`src/rtl/brn_pkg.sv`:
```
// Package: opcode codes and sequencer states shared by the branch unit.
// Assumes opcodes arrive already decoded to the 8-bit codes listed here.
package brn_pkg;
    localparam logic [7:0] OP_ACC_TEST  = 8'h58;
    localparam logic [7:0] OP_MISC      = 8'h59;
    localparam logic [7:0] OP_XZERO     = 8'h5A;
    localparam logic [7:0] OP_XSET      = 8'h5B;
    localparam logic [7:0] OP_CC_MASK   = 8'h78;
    localparam logic [7:0] OP_PRIV_CALL = 8'h18;
    localparam logic [7:0] OP_PRIV_RET  = 8'h79;

    typedef enum logic [1:0] {
        SQ_IDLE    = 2'd0,
        SQ_LINK_RD = 2'd1,
        SQ_LINK_WR = 2'd2,
        SQ_SAVE_WR = 2'd3
    } seq_state_t;
endpackage

```
`src/rtl/brn_decide.sv`:
```
// Module: combinational branch decision for one issued instruction.
// Produces taken/target and side-effect requests; memory operations are
// only flagged here (want_link, want_save) and carried out by brn_mem_seq.
module brn_decide
    import brn_pkg::*;
#(
    parameter int ADDR_W = 18,
    parameter int DATA_W = 32,
    parameter int NUM_X  = 3
) (
    input  logic [7:0]        opcode,
    input  logic [1:0]        m_field,
    input  logic              c_field,
    input  logic [ADDR_W-1:0] eff_addr,
    input  logic [ADDR_W-1:0] iac_in,
    input  logic [DATA_W-1:0] acc_a,
    input  logic [ADDR_W-1:0] idx_val [NUM_X],
    input  logic              ovf_in,
    input  logic [1:0]        cc_in,
    output logic              taken,
    output logic [ADDR_W-1:0] target,
    output logic [NUM_X-1:0]  idx_we,
    output logic              ovf_clr,
    output logic              priv_clr,
    output logic              want_link,
    output logic              want_save
);
    logic [NUM_X-1:0] x_sel;
    logic [NUM_X-1:0] x_zero;
    logic [2:0]       cc_hit;
    logic [2:0]       mask;

    // Per-register select decode and zero detect.
    for (genvar g = 0; g < NUM_X; g++) begin : g_xreg
        assign x_sel[g]  = (int'(m_field) == g + 1);
        assign x_zero[g] = (idx_val[g] == '0);
    end

    assign cc_hit = {cc_in == 2'd3, cc_in == 2'd2, cc_in == 2'd1};
    assign mask   = {m_field, c_field};

    // Opcode-driven condition evaluation and side-effect selection.
    always_comb begin
        taken     = 1'b0;
        idx_we    = '0;
        ovf_clr   = 1'b0;
        priv_clr  = 1'b0;
        want_link = 1'b0;
        want_save = 1'b0;
        case (opcode)
            OP_ACC_TEST: begin
                case (m_field)
                    2'd0:    taken = (acc_a == '0);
                    2'd1:    taken = (acc_a != '0);
                    2'd2:    taken = !acc_a[DATA_W-1];
                    default: taken = acc_a[DATA_W-1];
                endcase
            end
            OP_MISC: begin
                case (m_field)
                    2'd0: want_link = 1'b1;
                    2'd1: taken = 1'b1;
                    2'd2: begin
                        taken   = ovf_in;
                        ovf_clr = 1'b1;
                    end
                    default: taken = ~^acc_a;
                endcase
            end
            OP_CC_MASK:  taken = (mask == 3'b111) || |(mask & cc_hit);
            OP_XSET: begin
                idx_we = x_sel;
                taken  = |x_sel;
            end
            OP_XZERO:    taken = |(x_sel & x_zero);
            OP_PRIV_CALL: want_save = 1'b1;
            OP_PRIV_RET: begin
                taken    = 1'b1;
                priv_clr = 1'b1;
            end
            default: ;
        endcase
    end

    assign target = taken ? eff_addr : iac_in;
endmodule

```
`src/rtl/brn_mem_seq.sv`:
```
// Module: memory sequencer for the return-link read-modify-write and the
// protected state save. Holds each request until acknowledged; read data
// is taken in the acknowledge cycle.
module brn_mem_seq
    import brn_pkg::*;
#(
    parameter int              ADDR_W    = 18,
    parameter int              DATA_W    = 32,
    parameter logic [ADDR_W-1:0] SAVE_ADDR = '0
) (
    input  logic              clk,
    input  logic              rst_n,
    input  logic              start_link,
    input  logic              start_save,
    input  logic [ADDR_W-1:0] ea,
    input  logic [ADDR_W-1:0] iac,
    input  logic [DATA_W-1:0] save_word,
    input  logic [DATA_W-1:0] mem_rdata,
    input  logic              mem_ack,
    output logic              busy,
    output logic              mem_req,
    output logic              mem_we,
    output logic [ADDR_W-1:0] mem_addr,
    output logic [DATA_W-1:0] mem_wdata,
    output logic              done_link,
    output logic              done_save
);
    localparam logic [DATA_W-1:0] KEEP_MASK = {{(DATA_W-ADDR_W){1'b1}}, {ADDR_W{1'b0}}};

    seq_state_t        state;
    logic [ADDR_W-1:0] addr_q;
    logic [ADDR_W-1:0] iac_q;
    logic [DATA_W-1:0] wdata_q;

    // State machine: idle -> (read -> write) for link, idle -> write for save.
    always_ff @(posedge clk) begin
        if (!rst_n) begin
            state   <= SQ_IDLE;
            addr_q  <= '0;
            iac_q   <= '0;
            wdata_q <= '0;
        end else begin
            case (state)
                SQ_IDLE: begin
                    if (start_link) begin
                        state  <= SQ_LINK_RD;
                        addr_q <= ea;
                        iac_q  <= iac;
                    end else if (start_save) begin
                        state   <= SQ_SAVE_WR;
                        addr_q  <= SAVE_ADDR;
                        wdata_q <= save_word;
                    end
                end
                SQ_LINK_RD: begin
                    if (mem_ack) begin
                        wdata_q <= (mem_rdata & KEEP_MASK) | DATA_W'(iac_q);
                        state   <= SQ_LINK_WR;
                    end
                end
                default: begin
                    if (mem_ack) state <= SQ_IDLE;
                end
            endcase
        end
    end

    assign busy      = (state != SQ_IDLE);
    assign mem_req   = busy;
    assign mem_we    = (state == SQ_LINK_WR) || (state == SQ_SAVE_WR);
    assign mem_addr  = addr_q;
    assign mem_wdata = wdata_q;
    assign done_link = (state == SQ_LINK_WR) && mem_ack;
    assign done_save = (state == SQ_SAVE_WR) && mem_ack;

    // a pending request keeps its address and direction until acknowledged.
    a_r8_req_hold: assert property (@(posedge clk) disable iff (!rst_n)
        (mem_req && !mem_ack) |=> (mem_req && $stable(mem_addr) && $stable(mem_we)));

    // an acknowledged link read is followed by a write to the same address.
    a_r8_write_follows_read: assert property (@(posedge clk) disable iff (!rst_n)
        (mem_req && !mem_we && mem_ack) |=> (mem_req && mem_we && mem_addr == $past(mem_addr)));
endmodule

```
`src/rtl/branch_next_addr.sv`:
```
// Module: top of the branch resolution unit. Accepts one instruction when
// not busy, registers the result of non-memory branches one cycle later,
// and reports memory branches only after their write is acknowledged.
// Assumes the caller holds off issue while busy is high.
module branch_next_addr
    import brn_pkg::*;
#(
    parameter int                ADDR_W     = 18,
    parameter int                DATA_W     = 32,
    parameter logic [ADDR_W-1:0] SAVE_ADDR  = 18'h00030,
    parameter logic [ADDR_W-1:0] PRIV_ENTRY = 18'h00100
) (
    input  logic              clk,
    input  logic              rst_n,
    input  logic              issue_valid,
    input  logic [7:0]        opcode,
    input  logic [1:0]        m_field,
    input  logic              c_field,
    input  logic [ADDR_W-1:0] eff_addr,
    input  logic [ADDR_W-1:0] iac_in,
    input  logic [DATA_W-1:0] acc_a,
    input  logic [ADDR_W-1:0] idx1_in,
    input  logic [ADDR_W-1:0] idx2_in,
    input  logic [ADDR_W-1:0] idx3_in,
    input  logic              ovf_in,
    input  logic [1:0]        cc_in,
    output logic              busy,
    output logic              res_valid,
    output logic              res_taken,
    output logic [ADDR_W-1:0] iac_out,
    output logic [2:0]        idx_we,
    output logic [ADDR_W-1:0] idx_wdata,
    output logic              ovf_clr,
    output logic              priv_set,
    output logic              priv_clr,
    output logic              mem_req,
    output logic              mem_we,
    output logic [ADDR_W-1:0] mem_addr,
    output logic [DATA_W-1:0] mem_wdata,
    input  logic [DATA_W-1:0] mem_rdata,
    input  logic              mem_ack
);
    localparam int NUM_X   = 3;
    localparam int OVF_POS = DATA_W - 9;   // bit 8 counted from the MSB
    localparam int CC_HI   = DATA_W - 7;   // bits 6..7 counted from the MSB
    localparam logic [ADDR_W-1:0] LINK_STEP = ADDR_W'(4);

    logic [ADDR_W-1:0] idx_val [NUM_X];
    logic              d_taken, d_ovf_clr, d_priv_clr, want_link, want_save;
    logic [ADDR_W-1:0] d_target;
    logic [NUM_X-1:0]  d_idx_we;
    logic [DATA_W-1:0] save_word;
    logic              accept, start_link, start_save, done_link, done_save;

    assign idx_val[0] = idx1_in;
    assign idx_val[1] = idx2_in;
    assign idx_val[2] = idx3_in;

    brn_decide #(.ADDR_W(ADDR_W), .DATA_W(DATA_W), .NUM_X(NUM_X)) u_decide (
        .opcode(opcode), .m_field(m_field), .c_field(c_field),
        .eff_addr(eff_addr), .iac_in(iac_in), .acc_a(acc_a),
        .idx_val(idx_val), .ovf_in(ovf_in), .cc_in(cc_in),
        .taken(d_taken), .target(d_target), .idx_we(d_idx_we),
        .ovf_clr(d_ovf_clr), .priv_clr(d_priv_clr),
        .want_link(want_link), .want_save(want_save)
    );

    // State word for the protected call: counter low, overflow and code above.
    always_comb begin
        save_word                   = '0;
        save_word[ADDR_W-1:0]       = iac_in;
        save_word[OVF_POS]          = ovf_in;
        save_word[CC_HI -: 2]       = cc_in;
    end

    assign accept     = issue_valid && !busy;
    assign start_link = accept && want_link;
    assign start_save = accept && want_save;

    brn_mem_seq #(.ADDR_W(ADDR_W), .DATA_W(DATA_W), .SAVE_ADDR(SAVE_ADDR)) u_seq (
        .clk(clk), .rst_n(rst_n),
        .start_link(start_link), .start_save(start_save),
        .ea(eff_addr), .iac(iac_in), .save_word(save_word),
        .mem_rdata(mem_rdata), .mem_ack(mem_ack),
        .busy(busy), .mem_req(mem_req), .mem_we(mem_we),
        .mem_addr(mem_addr), .mem_wdata(mem_wdata),
        .done_link(done_link), .done_save(done_save)
    );

    // Result register: one-cycle pulse for direct branches or sequence completion.
    always_ff @(posedge clk) begin
        if (!rst_n) begin
            res_valid <= 1'b0;
            res_taken <= 1'b0;
            iac_out   <= '0;
            idx_we    <= '0;
            idx_wdata <= '0;
            ovf_clr   <= 1'b0;
            priv_set  <= 1'b0;
            priv_clr  <= 1'b0;
        end else begin
            res_valid <= 1'b0;
            idx_we    <= '0;
            ovf_clr   <= 1'b0;
            priv_set  <= 1'b0;
            priv_clr  <= 1'b0;
            if (done_link) begin
                res_valid <= 1'b1;
                res_taken <= 1'b1;
                iac_out   <= mem_addr + LINK_STEP;
            end else if (done_save) begin
                res_valid <= 1'b1;
                res_taken <= 1'b1;
                iac_out   <= PRIV_ENTRY;
                priv_set  <= 1'b1;
            end else if (accept && !want_link && !want_save) begin
                res_valid <= 1'b1;
                res_taken <= d_taken;
                iac_out   <= d_target;
                idx_we    <= d_idx_we;
                idx_wdata <= iac_in;
                ovf_clr   <= d_ovf_clr;
                priv_clr  <= d_priv_clr;
            end
        end
    end

    // side-effect strobes never appear without a result.
    a_r12_strobe_with_valid: assert property (@(posedge clk) disable iff (!rst_n)
        (|idx_we || ovf_clr || priv_set || priv_clr) |-> res_valid);

    // a direct branch answers in the next cycle.
    a_r12_direct_latency: assert property (@(posedge clk) disable iff (!rst_n)
        (issue_valid && !busy && !want_link && !want_save) |=> res_valid);

    // at most one index register written per result.
    a_r6_one_index: assert property (@(posedge clk) disable iff (!rst_n)
        $onehot0(idx_we));

    // no memory traffic while idle.
    a_r11_idle_quiet: assert property (@(posedge clk) disable iff (!rst_n)
        !busy |-> !mem_req);

    // privileged mode is never entered and left in the same result.
    a_r9_priv_exclusive: assert property (@(posedge clk) disable iff (!rst_n)
        !(priv_set && priv_clr));
endmodule

```
`config.mk`:
```
export PLATFORM = sky130hd
export DESIGN_NAME = branch_next_addr
export DESIGN_NICKNAME = d
export VERILOG_FILES = /design/src/rtl/brn_pkg.sv /design/src/rtl/brn_decide.sv /design/src/rtl/brn_mem_seq.sv /design/src/rtl/branch_next_addr.sv
export SDC_FILE = /design/constraint.sdc
export NUM_CORES = 1
export LEC_CHECK = 0
export ABC_AREA = 0
export CORE_MARGIN = 2
export CORE_UTILIZATION = 40
export DETAILED_ROUTE_END_ITERATION = 16
export GPL_TIMING_DRIVEN = 0
export PLACE_DENSITY = 0.74
export SLEW_MARGIN = 20
export SYNTH_ARGS = -nofsm -noshare
export SYNTH_HDL_FRONTEND = slang
export SYNTH_SLANG_ARGS = --single-unit
```
`constraint.sdc`:
```
create_clock -name clk -period 4.5 [get_ports clk]
set_clock_uncertainty 0.2 [all_clocks]
set_input_delay 0.675 -clock clk [delete_from_list [all_inputs] [get_ports clk]]
set_output_delay 0.675 -clock clk [all_outputs]
set_load 0.05 [all_outputs]
```
* Word-level counts from Yosys, hierarchy flattened
Cells that the tools add are included. W data, S select, Z words.
Cells by class: div/mod/pow operators 0, multiply operators 0, add/subtract/negate cells 1, shift operators 0, bitwise logic cells 9, reductions and logical operators 38, magnitude comparators 0, muxes and demuxes 30, eq/ne operators 23
Operators with widths (number):
- $mux W18 | 6
- $mux W32 | 3
- $pmux W32 S2 | 1
- $logic_not A18 Y1 | 3
- $eq A8 B7 Y1 const B | 6
- $logic_not A32 Y1 | 1
- $or A32 B18 Y32 | 1
- $reduce_bool A32 Y1 | 1
- $reduce_xnor A32 Y1 | 1
- $add A18 B3 Y18 const B | 1
- $eq A2 B2 Y1 const B | 7
- $mux W1 | 12
- $reduce_or A5 Y1 | 2
- $reduce_or A3 Y1 | 3
- $eq A2 B1 Y1 const B | 4
- $eq A8 B5 Y1 const B | 1
- $mux W2 | 4
- $reduce_bool A2 Y1 | 4
- $logic_and A1 B1 Y1 | 7
- $and A3 B3 Y3 | 2
- $ne A2 B2 Y1 const B | 3
- $not A1 Y1 | 6
- $pmux W1 S3 | 2
- $pmux W1 S6 | 1
- 12 further kinds | 19
Word-level totals: bits in writable memories 0, output and inout port bits 97, bits in latches 0, bits in read-only memories 0, flip-flop bits (word level) 114, memories 0

* Longest topological paths before layout
Gate-level depths: netlist (run 1).
word-level depth 9, mapped depth 11, depth with buffers taken out 9

* Cells and area by module
A second synthesis (run 1) with hierarchy kept.
Unflattened totals: cells, all modules 670, area total of the unflattened synthesis 6149.6 sq um
Modules (own cells, without submodules):
- brn_mem_seq | seq. area each 1401.3 sq um, cells an instance 301, instances 1, area an instance 3079.2 sq um
- branch_next_addr | seq. area each 880.8 sq um, cells an instance 225, instances 1, area an instance 1941.9 sq um
- brn_decide | seq. area each 0.0 sq um, cells an instance 144, instances 1, area an instance 1128.6 sq um

* Worst setup path before layout (run 1)
OpenSTA, ideal clock, no wires.
path type in2reg, from in acc_a[20], to reg iac_out[12], setup time 0.122 ns, stages on the path 11, required time 4.178 ns, path buffers 2, path slack 1.555 ns, arrival 2.623 ns, path through inv_1 > ha_1 > xor2_1 > xnor2_1 > xnor2_1 > xnor2_1 > a31oi_1 > or3_1 > buf_4 > buf_6 > a311o_1
Between the ends: longest elaborated chain between the ends 7, elaborated cells on any way between the ends 10, those cells by class mux: 7; reduce/logical: 3
RTL lines:
- from (decl) | RTL line branch_next_addr.sv:21 | input logic [DATA_W-1:0] acc_a,
- $reduce_xnor A32 Y1, or another cell as far along | RTL line brn_decide.sv:67 | default: taken = ~^acc_a;
- $pmux W1 S3 (on tied branches) | RTL line brn_decide.sv:60, brn_decide.sv:52
- $pmux W1 S6 (*) | RTL line brn_decide.sv:50 | case (opcode)
- $mux W18 (*) | RTL line brn_decide.sv:85 | assign target = taken ? eff_addr : iac_in;
- $mux W18 (*) | RTL line branch_next_addr.sv:116 | end else if (accept && !want_link && !want_save) begin
- $mux W18 (*) | RTL line branch_next_addr.sv:111 | end else if (done_save) begin
- $mux W18 (*) | RTL line branch_next_addr.sv:107 | if (done_link) begin
- to (signal assigned) | RTL line branch_next_addr.sv:110 | iac_out <= mem_addr + LINK_STEP;
- to (signal assigned) | RTL line branch_next_addr.sv:119 | iac_out <= d_target;
- to (decl) | RTL line branch_next_addr.sv:30 | output logic [ADDR_W-1:0] iac_out,
Mark *: on every way between the ends. The rest lies on a longest branch, timed or not. The select of a mux whose other input is x is not followed. A chain may end at the register's enable or synchronous reset.

* Final worst setup path (run 1)
from in opcode[1], to reg iac_out[11]
Between the ends: longest elaborated chain between the ends 6, elaborated cells on any way between the ends 19, those cells by class eq/ne: 7; mux: 7; reduce/logical: 5
RTL lines:
- from (decl) | RTL line branch_next_addr.sv:16 | input logic [7:0] opcode,
- $eq A8 B7 Y1 | RTL line brn_decide.sv:50
- $pmux W1 S6 or $mux W1 (tied branches) | RTL line brn_decide.sv:50
- $mux W18 or $logic_not A1 Y1 (tied branches) | RTL line brn_decide.sv:85, branch_next_addr.sv:116
- $mux W18 or $logic_and A1 B1 Y1 (tied branches) | RTL line branch_next_addr.sv:116
- $mux W18 or $logic_and A1 B1 Y1 (tied branches) | RTL line branch_next_addr.sv:111, branch_next_addr.sv:116
- $mux W18 or $reduce_bool A3 Y1 (tied branches)
Parallel ways exist; a longest one is shown, timed or not. The select of a mux whose other input is x is not followed.

==> summary.md, run 1 <==
| Metric | Value |
|---|---|
| Status | `finished clean` |
| Routed wire per std cell | `17.4 um` |
| Yosys top cell by area | `dfxtp_1` |
| Top area cells in the synthesized netlist | `dfxtp_1 40%, nand2_1 11%, a21oi_1 6.2%, a311oi_1 3.8%, nor2_1 3.8%` |
| GP Congestion | `0.923` |
| Max incr delay on CP | `0.71 ns` |
| Overflow left after global routing | `0` |
| Number of buffers added on ports | `249` |
| Clk pin slew, worst setup/hold paths | `0.05 ns` |
| Place WS | `0.761 ns` |
| CP required | `4.61 ns` |
| Switch Pwr | `733 uW` |
| Total global-route track usage | `27.9%` |
| Setup WS post-layout | `1.12 ns` |
| Kind of critical path | `input pin to register` |
| First-pass GRT wire length | `32500 um` |
| Min cycle time layout | `3.38 ns` |
| Post-synth EDFFs | `0` |
| Startpoint types | `input pin` |
| Number of iterations in the first detailed-routing pass | `5` |
| Avg Vias per Cell | `5.35` |
| Starting Density | `41.2%` |
| Logic pwr share | `16.6%` |
| Layout Cells excl Fill | `1209` |
| Core area | `13900 sq um` |
| WP data arrival | `3.50 ns` |
| P_int | `2160 uW` |
| Most used cell, CP | `clkbuf_1` |
| I/O pins | `269` |
| Synthesis-stage register bit count | `114` |
| Die ar. | `15300 sq um` |
| Worst-Margin Slew | `0.743 ns` |
| Mean post-synth cell area | `7.68 sq um` |
| Mapped Area | `5740 sq um` |
| CTS tree | `done` |
| Clock root cell | `clkbuf_16` |
| Critical path, cell by cell | `clkdlybuf4s50_1 -> or4b_2 -> o21ai_0 -> clkbuf_1 -> clkbuf_1 -> nor2_1 -> a211oi_1` |
| Clock latency on the worst-skew pair | `0.42 ns` |
| N_diodes | `0` |
| Relative slew slack | `50.5%` |
| Initial antenna violation count | `0` |
| Setup violators final | `0` |
| Number of setup buffers added after CTS | `0` |
| Final period util | `75.2%` |
| CP delay by family, top | `buffers and inverters` |
| Clock buffer depth | `2` |
| Vias in the first global route | `6064` |
| VDD IR max | `0.284 mV` |
| Fill cells | `1204` |
| Final Hold Fails | `0` |
| Hold Crit Class | `register to register` |
| Post-route DRC | `0` |
| Clock sink count | `114` |
| Main synth FF type | `dfxtp_1` |
| Slowest cell on the critical path | `or4b_2` |
| CTS buffer count | `17` |
| Area Overhead vs Synth | `57.7%` |
| DR iter-0 viols | `630` |
| DP HPWL | `16300 um` |
| Gates resized, CTS repair | `0` |
| CP max FO | `10` |
| Remaining antenna violation count | `0` |
| H-tree levels | `4` |
| CTS Hold Bufs | `0` |
| Sequential fraction of the synthesis area | `39.7%` |
| Die Width | `124 um` |
| Lkg Pwr | `0.00332 uW` |
| Library cells used by synthesis | `48` |
| Fraction of layout cells with a size suffix above 1 | `4.18%` |
| Vias | `6467` |
| Max Cap Viol | `0` |
| Final Util | `65.0%` |
| Largest net degree at the start of global routing | `17` |
| Seq pwr share | `36.2%` |
| Max Slew Vio Count | `0` |
| Fmax | `296 MHz` |
| Warnings from Yosys | `0` |
| Row count | `43` |
| Drt total wl | `21100 um` |
| Pwr dens | `320 nW/um^2` |
| Post-route setup TNS | `0 ns` |
| Fraction of registers with async set/reset | `0%` |
| Cells after synthesis | `748` |
| Switch share | `25.3%` |
| Post-synth top area share | `39.7%` |
| # placed instances | `1177` |
| Crit path capture type | `register` |
| Unrepaired setup endpoints after global routing | `false` |
| Layout Nets | `1205` |
| Die extent in y | `124 um` |
| Synth Net Count | `937` |
| Proportion of power drawn by the clock network | `47.2%` |
| Buf/Inv on CP | `3` |
## power groups by stage
stage	sequential (uW)	clock (uW)	combinational, uW
CTS	1050	1380	481
global route	1050	1420	514
global placement	1070	0	475
floorplan	1140	0	159
finish	1050	1370	482
detailed placement	1070	0	478
## final cells by class
class | instances | area [sq um] | area share, %
clock inverter | 10 | 133 | 1.46
timing repair buffer | 249 | 2490 | 27.5
multi-input combinational | 541 | 3050 | 33.7
tap | 180 | 225 | 2.49
buffer | 57 | 274 | 3.02
clock buffer | 22 | 464 | 5.12
inverter | 36 | 135 | 1.49
sequential | 114 | 2280 | 25.2
## Yosys cell counts (3+ instances only)
cell	instances
nand2_1	166
dfxtp_1	114
a21oi_1	71
nor2_1	58
clkbuf_1	46
nand3_1	38
inv_1	36
a311oi_1	25
nor4_1	22
xnor2_1	21
ha_1	17
o21ai_0	15
a311o_1	10
and3_1	9
xor2_1	9
nand4_1	8
o21a_1	7
a32oi_1	6
nand2b_1	6
nor4b_1	6
o211ai_1	5
o31ai_1	5
a211oi_1	4
o311a_1	4
a31oi_1	3
and2_1	3
buf_2	3
buf_6	3
nor3_1	3
or3_1	3
## stage by stage
stage          hold WS (ns)  power, uW  area, sq um
6_report              0.249       2900         9060
5_1_grt               0.263       2980         9060
4_1_cts               0.251       2900         9060
3_5_place_dp          0.244       1550         8460
3_3_place_gp          0.238       1540         8460
2_1_floorplan         0.237       1300         5740
## registers in the layout, indices dropped and copies added (netlist names)
| signal | cells |
|---|---|
| u_seq.state | 2 |
| priv_set | 1 |
| idx_we | 3 |
| res_valid | 1 |
| iac_out | 18 |
| priv_clr | 1 |
| res_taken | 1 |
| u_seq.iac_q | 18 |
| u_seq.mem_addr | 18 |
| idx_wdata | 18 |
| u_seq.mem_wdata | 32 |
| ovf_clr | 1 |
## worst min-delay path, cell delays in order, from the launching register on
cell	delay [ns]
dfxtp_1	0.30
nand2_1	0.05
a21oi_1	0.05
## path summary, 6_finish.rpt
kind / from / endpoint / slack, ns / cells past startpoint
max: opcode[1] / iac_out[11] / 1.12 / 7
max reg2reg: u_seq.state[1] / iac_out[9] / 1.67 / 8
min: u_seq.mem_wdata[19] / u_seq.mem_wdata[19] / 0.25 / 2
min reg2reg: u_seq.mem_wdata[19] / u_seq.mem_wdata[19] / 0.25 / 2
## routing by layer
| layer | GRT usage, % | vias to the layer above | share of wire (%) |
|---|---|---|---|
| met4 | 7.74 | 0 | 1.9 |
| li1 | - | 3153 | - |
| met1 | 38.5 | 2989 | 45 |
| met5 | 0 | - | 0 |
| met3 | 6.04 | 37 | 8.4 |
| met2 | 43.9 | 288 | 45 |
## placed cells by master (no fill, tap or decap), types with 2 or more instances in the layout
master | Yosys | layout
o311ai_0 | 2 | 2
bufinv_16 | 0 | 3
a32oi_1 | 6 | 6
nand3b_1 | 2 | 2
inv_1 | 36 | 36
nand4_1 | 8 | 8
a311oi_1 | 25 | 25
nor3_1 | 3 | 3
clkinv_2 | 0 | 4
clkdlybuf4s50_1 | 0 | 249
xor2_1 | 9 | 9
or4_1 | 2 | 2
nand3_1 | 38 | 38
and2_1 | 3 | 3
a211oi_1 | 4 | 4
nand2_1 | 166 | 166
o21ai_0 | 15 | 15
dfxtp_1 | 114 | 114
nand2b_1 | 6 | 6
o31ai_1 | 5 | 5
xnor2_1 | 21 | 21
buf_4 | 2 | 2
o21a_1 | 7 | 7
clkinvlp_4 | 0 | 3
nor2_1 | 58 | 58
o211ai_1 | 5 | 5
buf_6 | 3 | 3
or3_1 | 3 | 3
o311a_1 | 4 | 4
a21oi_1 | 71 | 71
clkbuf_1 | 46 | 49
clkbuf_8 | 1 | 3
nor4_1 | 22 | 22
a311o_1 | 10 | 10
ha_1 | 17 | 17
nor4b_1 | 6 | 6
a31oi_1 | 3 | 3
and3_1 | 9 | 9
buf_2 | 3 | 3
clkbuf_16 | 0 | 17
## logic make-up after synthesis
| group | count (synthesis) | share of synthesized area [%] |
|---|---|---|
| AOI/OAI and AO/OA | 160 | 18.5 |
| xor gates and xnor gates | 30 | 4.57 |
| adders and majority gates | 17 | 3.70 |
| buffers and inverters | 93 | 7.12 |
| DFF | 114 | 39.7 |
| and+or+nand+nor | 334 | 26.4 |
No activity file was read; power rests on OpenSTA's default activity.
==> run 2, diff against run 1 <==
clock period = 3.48 ns   (was 4.5 ns; I/O delays follow)
==> run 2 against run 1 <==
  * Sequential share of layout area about the same
  * Via count about the same
  * Final area about the same
  * Clock-buffer cell count unchanged
  * Utilization about the same
  * Total power up 30%
  * Worst hold slack worse by 0.032 ns
  * Register-to-register slack worse by 1.0 ns
  * Flip-flop and latch count unchanged
  * Non-clock buffer count unchanged
  * Critical path type unchanged
==> summary.md, run 2 (synthesis gave the netlist of run 1 again) <==
| Metric | Value |
|---|---|
| Proportion of power drawn by the clock network | `47.2%` |
| Switch share | `25.4%` |
| Layout Nets | `1205` |
| Vias in the first global route | `6064` |
| CTS tree | `done` |
| Final Util | `65.0%` |
| Largest net degree at the start of global routing | `17` |
| Crit path capture type | `register` |
| Fill cells | `1205` |
| Switch Pwr | `954 uW` |
| H-tree levels | `4` |
| DP HPWL | `16300 um` |
| Row count | `43` |
| P_int | `2800 uW` |
| Min cycle time layout | `3.20 ns` |
| Die ar. | `15300 sq um` |
| CTS buffer count | `17` |
| Startpoint types | `input pin` |
| Clk pin slew, worst setup/hold paths | `0.06 ns` |
| Max Cap Viol | `0` |
| Most used cell, CP | `clkbuf_1` |
| Post-route setup TNS | `0 ns` |
| Largest register FFs | `32` |
| Multi-input gate area | `3050 sq um` |
| Die extent in y | `124 um` |
| # placed instances | `1177` |
| Final Hold Fails | `0` |
| Critical path, cell by cell | `clkdlybuf4s50_1 -> clkbuf_1 -> nor2_1 -> a31oi_1 -> o21a_1 -> clkbuf_1 -> clkbuf_1 -> o21ai_0 -> o21ai_0 -> o311a_1` |
| Final hold slack | `0.217 ns` |
| Slowest cell on the critical path | `clkbuf_1` |
| CP delay by family, top | `buffers and inverters` |
| N_diodes | `0` |
| Number of buffers added on ports | `249` |
| Initial antenna violation count | `0` |
| Relative slew slack | `52.9%` |
| First-pass GRT wire length | `32500 um` |
| Avg Vias per Cell | `5.35` |
| Worst-Margin Slew | `0.706 ns` |
| I/O pins | `269` |
| Layout Cells excl Fill | `1209` |
| Clock latency on the worst-skew pair | `0.42 ns` |
| Vias | `6465` |
| Overflow left after global routing | `0` |
| CP required | `3.64 ns` |
| Unrepaired setup endpoints after global routing | `false` |
| Post-route DRC | `0` |
| Routed wire per std cell | `17.5 um` |
| Final period util | `92.0%` |
| Number of setup buffers added after CTS | `0` |
| Status | `finished clean` |
| Seq pwr share | `36.2%` |
| Number of iterations in the first detailed-routing pass | `6` |
| Starting Density | `41.2%` |
| Setup violators final | `0` |
| WP data arrival | `3.36 ns` |
| Fmax | `312 MHz` |
| Remaining antenna violation count | `0` |
| Buf/Inv on CP | `4` |
| GP Congestion | `0.923` |
| Area Overhead vs Synth | `57.7%` |
| DR iter-0 viols | `607` |
| Hold Crit Class | `input pin to register` |
| Max Slew Vio Count | `0` |
| Logic pwr share | `16.6%` |
| Core area | `13900 sq um` |
| Die Width | `124 um` |
| Fraction of layout cells with a size suffix above 1 | `4.28%` |
| Max incr delay on CP | `0.53 ns` |
| Seq. cell area | `2280 sq um` |
| Clock sink count | `114` |
| Commonest non-fill, non-tap cell in the layout | `clkdlybuf4s50_1` |
| Total global-route track usage | `27.9%` |
| Drt total wl | `21200 um` |
| Kind of critical path | `input pin to register` |
| Total Power | `3750 uW` |
| Most frequent cells in the layout | `249 x clkdlybuf4s50_1, 166 x nand2_1, 114 x dfxtp_1` |
| Pwr dens | `414 nW/um^2` |
| CP max FO | `10` |
| Lkg Pwr | `0.00333 uW` |
| Clock buffer depth | `2` |
| Clock root cell | `clkbuf_16` |
| VDD IR max | `0.370 mV` |
[run 2: worst reg2reg max path, stage by stage, from the launching register on]
cell      delay, ns
dfxtp_1        0.36
or2_2          0.35
nor2_1         0.31
o21a_1         0.18
clkbuf_1       0.41
clkbuf_1       0.53
o21ai_0        0.14
o21ai_0        0.11
o311a_1        0.17
[run 2: power by group through the flow]
stage	combinational [uW]	sequential (uW)	clock, uW
global route	664	1360	1840
detailed placement	619	1380	0
finish	623	1360	1770
global placement	615	1380	0
CTS	622	1360	1780
floorplan	206	1480	0
[run 2: layer usage]
| layer | GRT usage, % | part of all wire, % | wire (um) |
|---|---|---|---|
| met2 | 43.9 | 45 | 9520 |
| met5 | 0 | 0 | 0 |
| met1 | 38.5 | 45 | 9620 |
| met4 | 7.74 | 1.7 | 367 |
| met3 | 6.04 | 8.0 | 1690 |
[run 2: stage by stage]
stage | worst slack, ns | area, sq um
floorplan | 0.688 | 5740
global placement | -0.00377 | 8460
detailed placement | -0.106 | 8460
CTS | 0.324 | 9060
global route | 0.0683 | 9060
finish | 0.280 | 9060
[run 2: timing repair]
action,CTS,global route
endpoints found under the setup margin,0,1
resized for setup,0,2
hold buffers,0,0
[run 2: worst paths after layout]
check	startpoint	to	slack (ns)	cells past startpoint
min reg2reg	u_seq.mem_wdata[19]	u_seq.mem_wdata[19]	0.25	2
max	m_field[1]	iac_out[9]	0.28	10
min	m_field[0]	idx_we[0]	0.22	3
max reg2reg	u_seq.state[1]	iac_out[9]	0.66	8
[run 2: layout make-up]
| cell class | count | share of cell area, % |
|---|---|---|
| multi-input combinational | 541 | 33.7 |
| clock inverter | 10 | 1.46 |
| inverter | 36 | 1.49 |
| tap | 180 | 2.49 |
| timing repair buffer | 249 | 27.5 |
| clock buffer | 22 | 5.12 |
| buffer | 57 | 3.04 |
| sequential | 114 | 25.2 |
